==> config.mk <==
export PLATFORM = sky130hd
export DESIGN_NAME = txc_cache
export DESIGN_NICKNAME = d
export VERILOG_FILES = /design/src/rtl/txc_pkg.sv /design/src/rtl/txc_snoop_check.sv /design/src/rtl/txc_first_set.sv /design/src/rtl/txc_cache.sv
export SDC_FILE = /design/constraint.sdc
export NUM_CORES = 1
export LEC_CHECK = 0
export BUFFER_PORTS_ARGS = -buffer_cell sky130_fd_sc_hd__clkbuf_2
export CAP_MARGIN = 20
export CORE_MARGIN = 5
export CORE_UTILIZATION = 30
export DETAILED_ROUTE_END_ITERATION = 10
export PLACE_DENSITY = 0.52
export SLEW_MARGIN = 0
export SYNTH_ARGS = -nofsm -noshare
export SYNTH_HDL_FRONTEND = slang
export SYNTH_SLANG_ARGS = --single-unit
==> constraint.sdc <==
create_clock -name clk -period 9.7 [get_ports clk]
set_input_delay 1.455 -clock clk [delete_from_list [all_inputs] [get_ports clk]]
set_output_delay 1.455 -clock clk [all_outputs]
set_load 0.02 [all_outputs]
==> src/rtl/txc_pkg.sv <==
package txc_pkg;

    typedef enum logic [1:0] {
        CAUSE_NONE     = 2'b00,
        CAUSE_CONFLICT = 2'b01,
        CAUSE_EVICT    = 2'b10,
        CAUSE_EXPLICIT = 2'b11
    } abort_cause_e;

    typedef enum logic {
        PH_RUN   = 1'b0,
        PH_FLUSH = 1'b1
    } phase_e;

    // Fixed priority among simultaneous abort sources.
    function automatic abort_cause_e pick_cause(input logic conflict,
                                                input logic evict,
                                                input logic expl);
        if (conflict)  return CAUSE_CONFLICT;
        else if (evict) return CAUSE_EVICT;
        else if (expl)  return CAUSE_EXPLICIT;
        else            return CAUSE_NONE;
    endfunction

endpackage

==> src/rtl/txc_snoop_check.sv <==
module txc_snoop_check #(
    parameter int SETS  = 4,
    parameter int IDX_W = 2,
    parameter int TAG_W = 6
) (
    input  logic             en,
    input  logic             inv,
    input  logic             tx_on,
    input  logic [IDX_W-1:0] idx,
    input  logic [TAG_W-1:0] tag,
    input  logic [SETS-1:0]  vld,
    input  logic [SETS-1:0]  rd,
    input  logic [SETS-1:0]  wr,
    input  logic [TAG_W-1:0] tags [SETS],
    output logic             hit,
    output logic             conflict
);
    logic flagged;

    always_comb begin
        hit      = en && vld[idx] && (tags[idx] == tag);
        flagged  = inv ? (rd[idx] | wr[idx]) : wr[idx];
        conflict = hit && tx_on && flagged;
    end
endmodule

==> src/rtl/txc_first_set.sv <==
module txc_first_set #(
    parameter int SETS  = 4,
    parameter int IDX_W = 2
) (
    input  logic [SETS-1:0]  vec,
    output logic             any,
    output logic [IDX_W-1:0] idx
);
    always_comb begin
        any = |vec;
        idx = '0;
        for (int i = SETS - 1; i >= 0; i--) begin
            if (vec[i]) idx = IDX_W'(i);
        end
    end
endmodule

==> src/rtl/txc_cache.sv <==
module txc_cache
    import txc_pkg::*;
#(
    parameter int ADDR_W = 8,
    parameter int DATA_W = 8,
    parameter int SETS   = 4
) (
    input  logic              clk,
    input  logic              rst,
    input  logic              tx_begin,
    input  logic              tx_end,
    input  logic              tx_abort,
    input  logic              req_valid,
    input  logic              req_write,
    input  logic [ADDR_W-1:0] req_addr,
    input  logic [DATA_W-1:0] req_wdata,
    output logic              rsp_valid,
    output logic [DATA_W-1:0] rsp_data,
    input  logic              snoop_valid,
    input  logic              snoop_inv,
    input  logic [ADDR_W-1:0] snoop_addr,
    output logic              snoop_stall,
    output logic              tx_active,
    output logic              busy,
    output logic              aborted,
    output logic [1:0]        abort_cause,
    output logic              commit_done,
    output logic [ADDR_W-1:0] mem_rd_addr,
    input  logic [DATA_W-1:0] mem_rd_data,
    output logic              mem_wr_en,
    output logic [ADDR_W-1:0] mem_wr_addr,
    output logic [DATA_W-1:0] mem_wr_data
);
    localparam int IDX_W = $clog2(SETS);
    localparam int TAG_W = ADDR_W - IDX_W;

    // Line state: valid, tag, data, and the transactional read/write flags.
    logic [SETS-1:0]   vld_q, rd_q, wr_q;
    logic [TAG_W-1:0]  tag_q [SETS];
    logic [DATA_W-1:0] dat_q [SETS];

    phase_e            ph_q;
    logic              act_q;
    abort_cause_e      cause_q;
    logic              aborted_q, done_q, rsp_v_q;
    logic [DATA_W-1:0] rsp_d_q;

    logic              flushing;
    logic [IDX_W-1:0]  a_idx, s_idx, fl_idx;
    logic [TAG_W-1:0]  a_tag, s_tag;
    logic              acc_ok, a_hit, evict_hit, expl, abort_now;
    logic              do_acc, commit_go, begin_go, snp_en;
    logic              snp_hit, snp_conflict, fl_any;

    assign flushing = (ph_q == PH_FLUSH);
    assign a_idx    = req_addr[IDX_W-1:0];
    assign a_tag    = req_addr[ADDR_W-1:IDX_W];
    assign s_idx    = snoop_addr[IDX_W-1:0];
    assign s_tag    = snoop_addr[ADDR_W-1:IDX_W];
    assign snp_en   = snoop_valid && !flushing;

    txc_snoop_check #(.SETS(SETS), .IDX_W(IDX_W), .TAG_W(TAG_W)) u_snoop (
        .en       (snp_en),
        .inv      (snoop_inv),
        .tx_on    (act_q),
        .idx      (s_idx),
        .tag      (s_tag),
        .vld      (vld_q),
        .rd       (rd_q),
        .wr       (wr_q),
        .tags     (tag_q),
        .hit      (snp_hit),
        .conflict (snp_conflict)
    );

    txc_first_set #(.SETS(SETS), .IDX_W(IDX_W)) u_pick (
        .vec (wr_q),
        .any (fl_any),
        .idx (fl_idx)
    );

    always_comb begin
        acc_ok    = req_valid && !flushing;
        a_hit     = vld_q[a_idx] && (tag_q[a_idx] == a_tag);
        evict_hit = acc_ok && act_q && !a_hit && (rd_q[a_idx] | wr_q[a_idx]);
        expl      = tx_abort && act_q && !flushing;
        abort_now = snp_conflict || evict_hit || expl;
        do_acc    = acc_ok && !abort_now;
        commit_go = tx_end && act_q && !flushing && !abort_now;
        begin_go  = tx_begin && !act_q;
    end

    // Memory side: drain writes during commit, write-through outside a transaction.
    assign mem_rd_addr = req_addr;
    assign mem_wr_en   = flushing ? fl_any : (do_acc && req_write && !act_q);
    assign mem_wr_addr = flushing ? {tag_q[fl_idx], fl_idx} : req_addr;
    assign mem_wr_data = flushing ? dat_q[fl_idx] : req_wdata;
    assign snoop_stall = snoop_valid && flushing;

    always_ff @(posedge clk) begin
        if (rst) begin
            vld_q     <= '0;
            rd_q      <= '0;
            wr_q      <= '0;
            ph_q      <= PH_RUN;
            act_q     <= 1'b0;
            cause_q   <= CAUSE_NONE;
            aborted_q <= 1'b0;
            done_q    <= 1'b0;
            rsp_v_q   <= 1'b0;
            rsp_d_q   <= '0;
        end else begin
            aborted_q <= 1'b0;
            done_q    <= 1'b0;
            rsp_v_q   <= do_acc && !req_write;

            if (do_acc) begin
                vld_q[a_idx] <= 1'b1;
                tag_q[a_idx] <= a_tag;
                if (req_write) begin
                    dat_q[a_idx] <= req_wdata;
                    if (act_q) wr_q[a_idx] <= 1'b1;
                end else begin
                    if (!a_hit) dat_q[a_idx] <= mem_rd_data;
                    rsp_d_q <= a_hit ? dat_q[a_idx] : mem_rd_data;
                    if (act_q) rd_q[a_idx] <= 1'b1;
                end
            end

            if (begin_go) begin
                act_q   <= 1'b1;
                cause_q <= CAUSE_NONE;
            end

            if (abort_now) begin
                act_q     <= 1'b0;
                aborted_q <= 1'b1;
                cause_q   <= pick_cause(snp_conflict, evict_hit, expl);
                vld_q     <= vld_q & ~wr_q;
                rd_q      <= '0;
                wr_q      <= '0;
            end

            if (commit_go) ph_q <= PH_FLUSH;

            if (flushing) begin
                if (fl_any) begin
                    wr_q[fl_idx] <= 1'b0;
                end else begin
                    rd_q   <= '0;
                    act_q  <= 1'b0;
                    done_q <= 1'b1;
                    ph_q   <= PH_RUN;
                end
            end

            if (snp_hit && snoop_inv) vld_q[s_idx] <= 1'b0;
        end
    end

    assign rsp_valid   = rsp_v_q;
    assign rsp_data    = rsp_d_q;
    assign tx_active   = act_q;
    assign busy        = flushing;
    assign aborted     = aborted_q;
    assign abort_cause = cause_q;
    assign commit_done = done_q;

endmodule

## After elaboration in Yosys (flattened, before gate mapping)

Memory sizes are Yosys's and may differ from the RTL's. A register that Yosys moved wholly into a read port is not among the register bits.
Cells that the tools add are included.

| storage, ports and cells | value |
|---|---|
| word-level logic and storage cells | 161 |
| flip-flop bits (word level) | 43 |
| memories | 1 |
| output and inout bits | 41 |
| memory bits (writable) | 32 |
| input port bits | 41 |

| cells by class | value |
|---|---|
| bitwise operators | 18 |
| $lt $le $gt $ge | 10 |
| reductions and logical operators | 38 |
| equality and inequality tests | 2 |
| mux-type cells | 79 |

Memories:

| memory | depth | bits a word | read ports | clocked after Yosys merged registers in | write ports | line | text |
|---|---|---|---|---|---|---|---|
| dat_q | 4 | 8 | 2 | 1 | 1 | txc_cache.sv:40 | `logic [DATA_W-1:0] dat_q [SETS];` |

Operators with widths:

| cell | count |
|---|---|
| $mux W4 | 17 |
| $mux W6 | 7 |
| $bmux W6 S2 | 3 |
| $mux W1 | 29 |
| $logic_and A1 B1 Y1 | 26 |
| $bwmux W24 | 1 |
| $mux W8 | 3 |
| $mux W2 | 9 |
| $and A4 B4 Y4 | 3 |
| $bmux W1 S2 | 6 |
| $demux W6 S2 | 1 |
| $eq A6 B6 Y1 | 2 |
| $not A4 Y4 | 3 |
| $or A4 B4 Y4 | 3 |
| $ge A3 B3 Y1 const B | 3 |
| $lt A2 B3 Y1 const B | 3 |
| $not A2 Y3 | 3 |
| $demux W1 S2 | 3 |
| $ge A2 B1 Y1 const B | 3 |
| $logic_not A1 Y1 | 5 |
| $reduce_and A2 Y1 | 2 |
| $reduce_or A4 Y1 | 1 |
| $lt A3 B1 Y1 const B | 1 |
| $not A1 Y1 | 3 |
| other kinds (4) | 7 |

## Logic depth before layout (Yosys ltp)

Gate-level depths: netlist of the first run.

| depth | value |
|---|---|
| word-level depth | 19 |
| depth in mapped cells | 10 |
| gate-level depth less buffers | 7 |

## Hierarchy

A second synthesis of the first run with hierarchy kept.

| unflattened totals | value |
|---|---|
| cell total of the unflattened synthesis | 362 |
| area, all modules | 4,571.9 µm² |

Modules (own cells, without submodules):

| module | area each (µm²) | sequential area each (µm²) | cells an instance | times used |
|---|---|---|---|---|
| txc_cache | 4,197.8 | 2,222.1 | 323 | 1 |
| txc_snoop_check | 339.1 | 0.0 | 32 | 1 |
| txc_first_set | 35.0 | 0.0 | 7 | 1 |

## Least setup slack after synthesis of the first run

Ideal clock, no wire load.

| timing path | value |
|---|---|
| path type | in2out |
| from | input port req_addr[0] |
| to | output port mem_wr_en |
| path buffers | 2 |
| data arrival time | 3.686 ns |
| path slack | 4.559 ns |
| stages | 9 |
| cells stage by stage | buf_6 -> mux4_2 -> xor2_1 -> a211oi_2 -> o211ai_2 -> a21oi_1 -> nand2b_1 -> clkbuf_2 -> o41ai_1 |

| on the way | value |
|---|---|
| longest elaborated chain between the ends | 16 |
| elaborated cells on any way between the ends | 23 |

RTL lines:

| item | line | text |
|---|---|---|
| start: declaration | txc_cache.sv:15 | `input logic [ADDR_W-1:0] req_addr,` |
| $not A2 Y3 (implied by the code) | txc_cache.sv:84 | `a_hit = vld_q[a_idx] && (tag_q[a_idx] == a_tag);` |
| $bmux W6 S2 | txc_cache.sv:84 |  |
| $mux W6 (implied by the code) (2 in a row) | txc_cache.sv:84 |  |
| $eq A6 B6 Y1 | txc_cache.sv:84 |  |
| $logic_and A1 B1 Y1 | txc_cache.sv:84 |  |
| $logic_not A1 Y1 | n/a |  |
| $logic_and A1 B1 Y1 | txc_cache.sv:85 | `evict_hit = acc_ok && act_q && !a_hit && (rd_q[a_idx] \| wr_q[a_idx]);` |
| $logic_and A1 B1 Y1 (*) | txc_cache.sv:85 |  |
| $logic_or A1 B1 Y1 (*) (2 in a row) | txc_cache.sv:87 | `abort_now = snp_conflict \|\| evict_hit \|\| expl;` |
| $logic_not A1 Y1 (*) | txc_cache.sv:88 | `do_acc = acc_ok && !abort_now;` |
| $logic_and A1 B1 Y1 (*) | txc_cache.sv:88 |  |
| $logic_and A1 B1 Y1 (*) (2 in a row) | txc_cache.sv:95 | `assign mem_wr_en = flushing ? fl_any : (do_acc && req_write && !act_q);` |
| $mux W1 (*) | txc_cache.sv:95 |  |
| end: declaration | txc_cache.sv:30 | `output logic mem_wr_en,` |

Every way passes the cells marked *; elsewhere a longest branch is shown, timed or not. The select of a mux whose other input is x is not followed.

## Worst setup path after layout of the first run

Ends and elaborated chain as after synthesis.

==> results.json, run 1 <==
{
  "coreArea_mm2": 0.0150,
  "antenna_found_initial": 0,
  "setup_viol": 0,
  "critPathKind": "in -> out",
  "numCtsBuffers": 9,
  "crit_buf_inv": 2,
  "drc": 0,
  "pre_cts_slack_ns": 4.03,
  "grt_usage_pct": 15.4,
  "regToRegStartpoint": "wr_q[0]$_SDFF_PP0_",
  "finalPower_uw": 835,
  "vias": 3566,
  "grt_overflow": 0,
  "synth_seq_cells": 83,
  "synth_most_common_cell": "edfxtp_1",
  "fin_tns_setup_ns": 0,
  "hold_violations": 0,
  "slowest_stage": "mux4_2",
  "design_area_mm2": 0.00529,
  "yosysSeqAreaShare_pct": 48.7,
  "die-height_um": 133,
  "rsz0062_at_grt": "false",
  "worstSkewPairLatency_ns": 0.34,
  "finalCriticalPeriod_ns": 5.66,
  "cts_tree": "done",
  "synth_area_leaders": "edfxtp_1 (37%), dfxtp_1 (12%), mux4_2 (6.9%)",
  "synthMuxAreaShare_pct": 10.6,
  "synthTopCellsByCount": "edfxtp_1 (56), nor2_1 (45), a21oi_1 (28)",
  "arrival_ns": 4.20,
  "design.die.area_mm2": 0.0178,
  "syn_inst": 406,
  "critPathTopFamily": "compound AO/OA/AOI/OAI gates",
  "viasPerCell": 5.44,
  "placed_cell_area_mm2": 0.00500,
  "status": "finished clean",
  "grt_pass1_vias": 3701,
  "synthArstFlopShare_pct": 0,
  "row_count": 45,
  "fill_cells": 1500,
  "nNetsFinal": 503,
  "clk_path_buf_depth": 2,
  "synth_ff_type": "edfxtp_1",
  "gp_congestion": 0.820,
  "synth-edff-count": 56,
  "area_growth_pct": 15.9,
  "max-cap-violations": 0,
  "n_antenna_cell": 0,
  "grt_max_degree": 38,
  "synth-simple-area-share_pct": 12.6,
  "cts_resized": 0,
  "worstSetupStartpoint": "req_addr[0]",
  "ys_types": 54,
  "synthAdderAreaFrac_pct": 0,
  "synth_top_family_by_area": "compound AO/OA/AOI/OAI gates",
  "cts_setup_buffers": 0,
  "die_w_um": 133,
  "hold_buffers": 0,
  "ant_nets": 0,
  "path_cells": "clkbuf_2 -> mux4_2 -> xor2_1 -> a211oi_2 -> o211ai_2 -> a21oi_1 -> nand2b_1 -> o41ai_1 -> clkbuf_2",
  "first_pass_iters": 5,
  "critPathCaptureType": "output pin",
  "ir_drop_uv": 72.1,
  "cts.clk_slew.worst_paths_ns": 0.06,
  "path_common_cell": "clkbuf_2",
  "final_max_slew_viol_count": 0,
  "synth_area_per_cell_um2": 11.2,
  "min_path_type": "reg -> reg",
  "drive_gt1_share_pct": 29.3,
  "timing.fmax_ghz": 0.177,
  "startpoint_type": "input pin",
  "io_pins": 82,
  "clockRootBuffer": "clkbuf_16",
  "yosysTopAreaCell": "edfxtp_1",
  "finalWirelength_mm": 13.4,
  "cellLeakagePower_uw": 0.00189,
  "tightest_slew_ns": 1.12,
  "grt_pass1_wl_mm": 21.1,
  "maxSlewHeadroom_pct": 25.1,
  "htree_levels": 3,
  "critPathMaxFanout": 26,
  "max_stage_delay_ns": 0.60,
  "fin_ws_ns": 4.04,
  "synth_compound_area_share_pct": 18.1,
  "initial_core_util_pct": 30.3,
  "drt_iter0_drc": 238,
  "hp-start": "rsp_data[0]$_SDFFE_PP0P_",
  "post_drt_wl_per_cell_um": 20.4,
  "power_density_mw_per_mm2": 158,
  "synth-xor-area-share_pct": 4.22,
  "hpwl_mm": 9.39,
  "syn_nets": 447,
  "hold-worst-slack_ns": 0.497,
  "fin_crit_sh_pct": 58.3,
  "synth_top_area_share_pct": 36.9,
  "fin_skew_ns": 0.00653,
  "cts.sinks": 83,
  "yosysWarnings": 0,
  "port-buffer-count": 81,
  "worstPathRequired_ns": 8.25,
  "syn_area_mm2": 0.00456
}
[per-layer routing]
metal	GRT usage (%)	share of wire [%]	up-vias
met5	0	0	-
met2	25.0	47	119
met4	4.69	2.4	0
li1	-	-	1674
met1	20.6	46	1747
met3	3.17	5.2	26
[sequential cells by signal (all words and copies together) (netlist names)]
name	flops
wr_q	4
rsp_valid	1
rd_q	4
rsp_data	8
busy	1
commit_done	1
tx_active	1
dat_q	32
vld_q	4
aborted	1
abort_cause	2
tag_q	24
[cell usage in the layout (no fill, tap or decap), drive strengths merged, types with 4 or more instances in the layout]
cell,n
o21ai,7
clkbuf,91
mux2i,8
a22oi,8
inv,14
and3,4
o21a,5
nand2,17
nand2b,4
xor2,6
edfxtp,56
a211oi,7
dfxtp,27
a221o,8
a221oi,18
a2111oi,4
and2,5
nor2b,12
nor2,45
nand3,12
nand4,4
xnor2,16
mux2,8
mux4,14
a21oi,28
nor3,5
[power by group]
part | leakage (µW) | internal (µW) | switching (µW)
clock network | 0.000135 | 182 | 143
registers | 0.000727 | 389 | 7.97
logic | 0.00103 | 42.8 | 71.1
[final timing paths]
check	endpoint	slack, ns	depth (start not counted)
min reg2reg	rsp_data[0]$_SDFFE_PP0P_	0.50	1
max reg2reg	dat_q[3][6]$_DFFE_PP_	5.63	7
max	mem_wr_en	4.04	9
min	rsp_data[0]$_SDFFE_PP0P_	0.50	1
[worst reg2reg max path: stages (launching register included)]
cell	delay, ns
dfxtp_1	0.67
or3_1	0.52
a21oi_1	0.15
a311oi_1	0.07
o21a_1	0.25
a221oi_2	0.92
o2111ai_1	0.37
nor2_1	0.75
[logic make-up (layout without fill, tap and decap cells)]
kind of cell | count (synthesis) | in the layout
buffers and inverters | 50 | 111
XOR/XNOR | 22 | 22
AO/OA/AOI/OAI | 105 | 105
AND/OR/NAND/NOR | 116 | 116
flip-flops | 83 | 83
multiplexers | 30 | 30
[stage by stage]
step | instances | util, %
finish | 655 | 35.2
global route | 655 | 35.2
CTS | 655 | 35.2
detailed placement | 639 | 33.3
global placement | 639 | 33.3
floorplan | 406 | -
[cell type report]
type | count | area (µm²) | area share, %
sequential | 83 | 2220 | 42.0
clock buffer | 10 | 239 | 4.52
timing repair buffer | 83 | 420 | 7.95
multi-input combinational | 273 | 2080 | 39.3
tap | 188 | 235 | 4.45
clock inverter | 6 | 46.3 | 0.876
inverter | 12 | 45.0 | 0.852
(Power assumes the default switching activity.)
==> run 2, diff against run 1 <==
--- a/config.mk
+++ b/config.mk
@@ -5,12 +5,13 @@
 export SDC_FILE = /design/constraint.sdc
 export NUM_CORES = 1
 export LEC_CHECK = 0
+export ABC_AREA = 1
 export BUFFER_PORTS_ARGS = -buffer_cell sky130_fd_sc_hd__clkbuf_2
 export CAP_MARGIN = 20
 export CORE_MARGIN = 5
 export CORE_UTILIZATION = 30
 export DETAILED_ROUTE_END_ITERATION = 10
-export PLACE_DENSITY = 0.52
+export PLACE_DENSITY = 0.54
 export SLEW_MARGIN = 0
 export SYNTH_ARGS = -nofsm -noshare
 export SYNTH_HDL_FRONTEND = slang
==> constraint.sdc (replaced) <==
create_clock -name clk -period 5 [get_ports clk]
set_input_delay 0.75 -clock clk [delete_from_list [all_inputs] [get_ports clk]]
set_output_delay 0.75 -clock clk [all_outputs]
set_load 0.02 [all_outputs]
==> results.json, run 2 <==
{
  "syn_inst": 648,
  "final_common_cell": "nand2_1",
  "hold_path_end": "vld_q[2]$_SDFF_PP0_",
  "row_count": 46,
  "viasPerCell": 4.89,
  "critPathKind": "in -> out",
  "cts_resized": 0,
  "clockRootBuffer": "clkbuf_16",
  "gp_congestion": 0.936,
  "path_common_cell": "nand2_1",
  "critPathMaxFanout": 22,
  "max-cap-violations": 0,
  "regToRegStartpoint": "tag_q[5]$_DFFE_PP_",
  "arrival_ns": 3.08,
  "yosysSeqAreaShare_pct": 45.3,
  "status": "finished clean",
  "setup_viol": 0,
  "synth_ff_type": "edfxtp_1",
  "synth_top_area_share_pct": 34.3,
  "synthAdderAreaFrac_pct": 0,
  "io_pins": 82,
  "initial_core_util_pct": 30.8,
  "rsz0062_at_grt": "false",
  "final_max_slew_viol_count": 0,
  "startpoint_type": "input pin",
  "critPathTopFamily": "simple AND/OR/NAND/NOR gates",
  "area_growth_pct": 17.5,
  "finalPower_uw": 1720,
  "cts_tree": "done",
  "cts_setup_buffers": 0,
  "fin_crit_sh_pct": 76.6,
  "worstPathRequired_ns": 4.25,
  "grt_pass1_wl_mm": 24.5,
  "ant_nets": 0,
  "maxSlewHeadroom_pct": 41.6,
  "synth_most_common_cell": "nand2_1",
  "worstRegToRegCells": 14,
  "synth-xor-area-share_pct": 0,
  "pre_cts_slack_ns": 0.872,
  "max_stage_delay_ns": 0.42,
  "hp-start": "vld_q[2]$_SDFF_PP0_",
  "synthArstFlopShare_pct": 0,
  "path_cells": "clkbuf_2 -> inv_1 -> nand2_1 -> nand2_1 -> nand2_1 -> nand3_1 -> nand4_1 -> nor2_1 -> nand3_1 -> nand3_4 -> nor2_2 -> buf_4 -> nand3_1 -> nand2_1 -> clkbuf_2",
  "hold_buffers": 0,
  "synthTopCellsByCount": "nand2_1 (197), inv_1 (82), nor2_1 (57)",
  "finalWirelength_mm": 15.8,
  "antenna_found_initial": 0,
  "fin_skew_ns": 0.0105,
  "grt_usage_pct": 17.0,
  "n_antenna_cell": 0,
  "hold_violations": 0,
  "htree_levels": 3,
  "place_inst": 922,
  "numCtsBuffers": 9,
  "tightest_slew_ns": 0.873,
  "coreArea_mm2": 0.0159,
  "finalCriticalPeriod_ns": 3.83,
  "largest_reg_flops": 32,
  "synth-edff-count": 56,
  "grt_overflow": 0,
  "port-buffer-count": 81,
  "yosysWarnings": 0,
  "synth-simple-area-share_pct": 31.6,
  "grt_pass1_vias": 4480,
  "post_drt_wl_per_cell_um": 16.8,
  "ir_drop_uv": 159,
  "synthMuxAreaShare_pct": 0,
  "critPathCaptureType": "output pin",
  "crit_buf_inv": 4,
  "hold_depth": 2,
  "die_w_um": 138,
  "fill_cells": 1701,
  "design.die.area_mm2": 0.0190,
  "regMostFlops": "dat_q",
  "power_density_mw_per_mm2": 299,
  "clk_path_buf_depth": 2,
  "drt_iter0_drc": 469,
  "grt_max_degree": 37,
  "min_path_type": "reg -> reg",
  "die-height_um": 138,
  "hpwl_mm": 11.9,
  "synth_seq_cells": 83,
  "first_pass_iters": 5,
  "synth_top_family_by_area": "simple AND/OR/NAND/NOR gates",
  "drive_gt1_share_pct": 17.4,
  "cts.clk_slew.worst_paths_ns": 0.07,
  "reg2reg_setup_slack_ns": 1.91,
  "syn_nets": 689,
  "synth_area_per_cell_um2": 7.57,
  "cts.sinks": 83,
  "slowest_stage": "inv_1",
  "yosysTopAreaCell": "edfxtp_1",
  "ys_types": 37,
  "timing.fmax_ghz": 0.261,
  "drc": 0,
  "fin_cells": 939,
  "synth_compound_area_share_pct": 12.2,
  "vias": 4588,
  "hold-worst-slack_ns": 0.523,
  "worstSkewPairLatency_ns": 0.35,
  "syn_area_mm2": 0.00490,
  "fin_ws_ns": 1.17,
  "cellLeakagePower_uw": 0.00265,
  "layout_common_cells": "nand2_1 (197), inv_1 (82), clkbuf_2 (81)",
  "nNetsFinal": 759,
  "r2r_end": "dat_q[0][3]$_DFFE_PP_",
  "synth_area_leaders": "edfxtp_1 (34%), nand2_1 (15%), dfxtp_1 (11%)",
  "fin_tns_setup_ns": 0
}
-- run 2: cell types whose count changed after synthesis, sizes merged, moves of 10 or more --
cell | previous run | this run
nor2 | 45 | 63
o221ai | 0 | 10
nand2 | 17 | 204
o21ai | 7 | 34
mux4 | 14 | 0
xnor2 | 16 | 0
inv | 12 | 84
nand3 | 12 | 51
nor2b | 12 | 0
a221oi | 18 | 6
nand4 | 4 | 15
-- run 2: layer usage --
metal / routed length [µm] / track usage, % / part of all wire [%]
met5: 0 / 0 / 0
met3: 995 / 2.92 / 6.3
met2: 7570 / 28.3 / 48
met4: 280 / 5.16 / 1.8
met1: 6910 / 22.5 / 44
-- run 2: logic make-up (layout without fill, tap and decap cells) --
| kind of cell | count (synthesis) | in the layout |
|---|---|---|
| simple gates | 352 | 352 |
| flops | 83 | 83 |
| compound gates | 93 | 93 |
| buf+inv | 120 | 195 |
-- run 2: worst min-delay path: stages, from the launching register on --
cell,delay [ns]
dfxtp_1,0.33
nor2_1,0.10
nor4_1,0.05
-- run 2: worst max path at each step --
stage	startpoint	endpoint	slack, ns	cells past startpoint
after global placement	snoop_addr[0]	dat_q[1][5]$_DFFE_PP_	0.92	14
after floorplan	req_addr[0]	mem_wr_en	1.99	16
after detailed placement	snoop_addr[0]	dat_q[1][5]$_DFFE_PP_	0.87	14
after CTS	snoop_addr[0]	mem_wr_en	1.15	15
final	snoop_addr[0]	mem_wr_en	1.17	15
after global routing	snoop_addr[0]	dat_q[1][6]$_DFFE_PP_	0.77	14
-- run 2: layout make-up --
| cell class | count | area, µm² | area share, % |
|---|---|---|---|
| repair buffers | 92 | 488 | 8.47 |
| well taps | 216 | 270 | 4.69 |
| flip-flops and latches | 83 | 2220 | 38.6 |
| inverters | 87 | 329 | 5.71 |
| multi-input cells | 445 | 2140 | 37.2 |
| clock buffers | 9 | 225 | 3.91 |
| clock inverters | 7 | 83.8 | 1.45 |
-- run 2: report_power, final --
group	switching (µW)	total [µW]	internal, µW
sequential	13.4	767	754
clock	300	698	398
combinational	180	258	78.3
-- run 2: per-stage QoR --
step	cell area [µm²]	utilization, %
2_1_floorplan	4900	-
3_3_place_gp	5450	34.2
3_5_place_dp	5450	34.2
4_1_cts	5760	36.1
5_1_grt	5760	36.1
6_report	5760	36.1
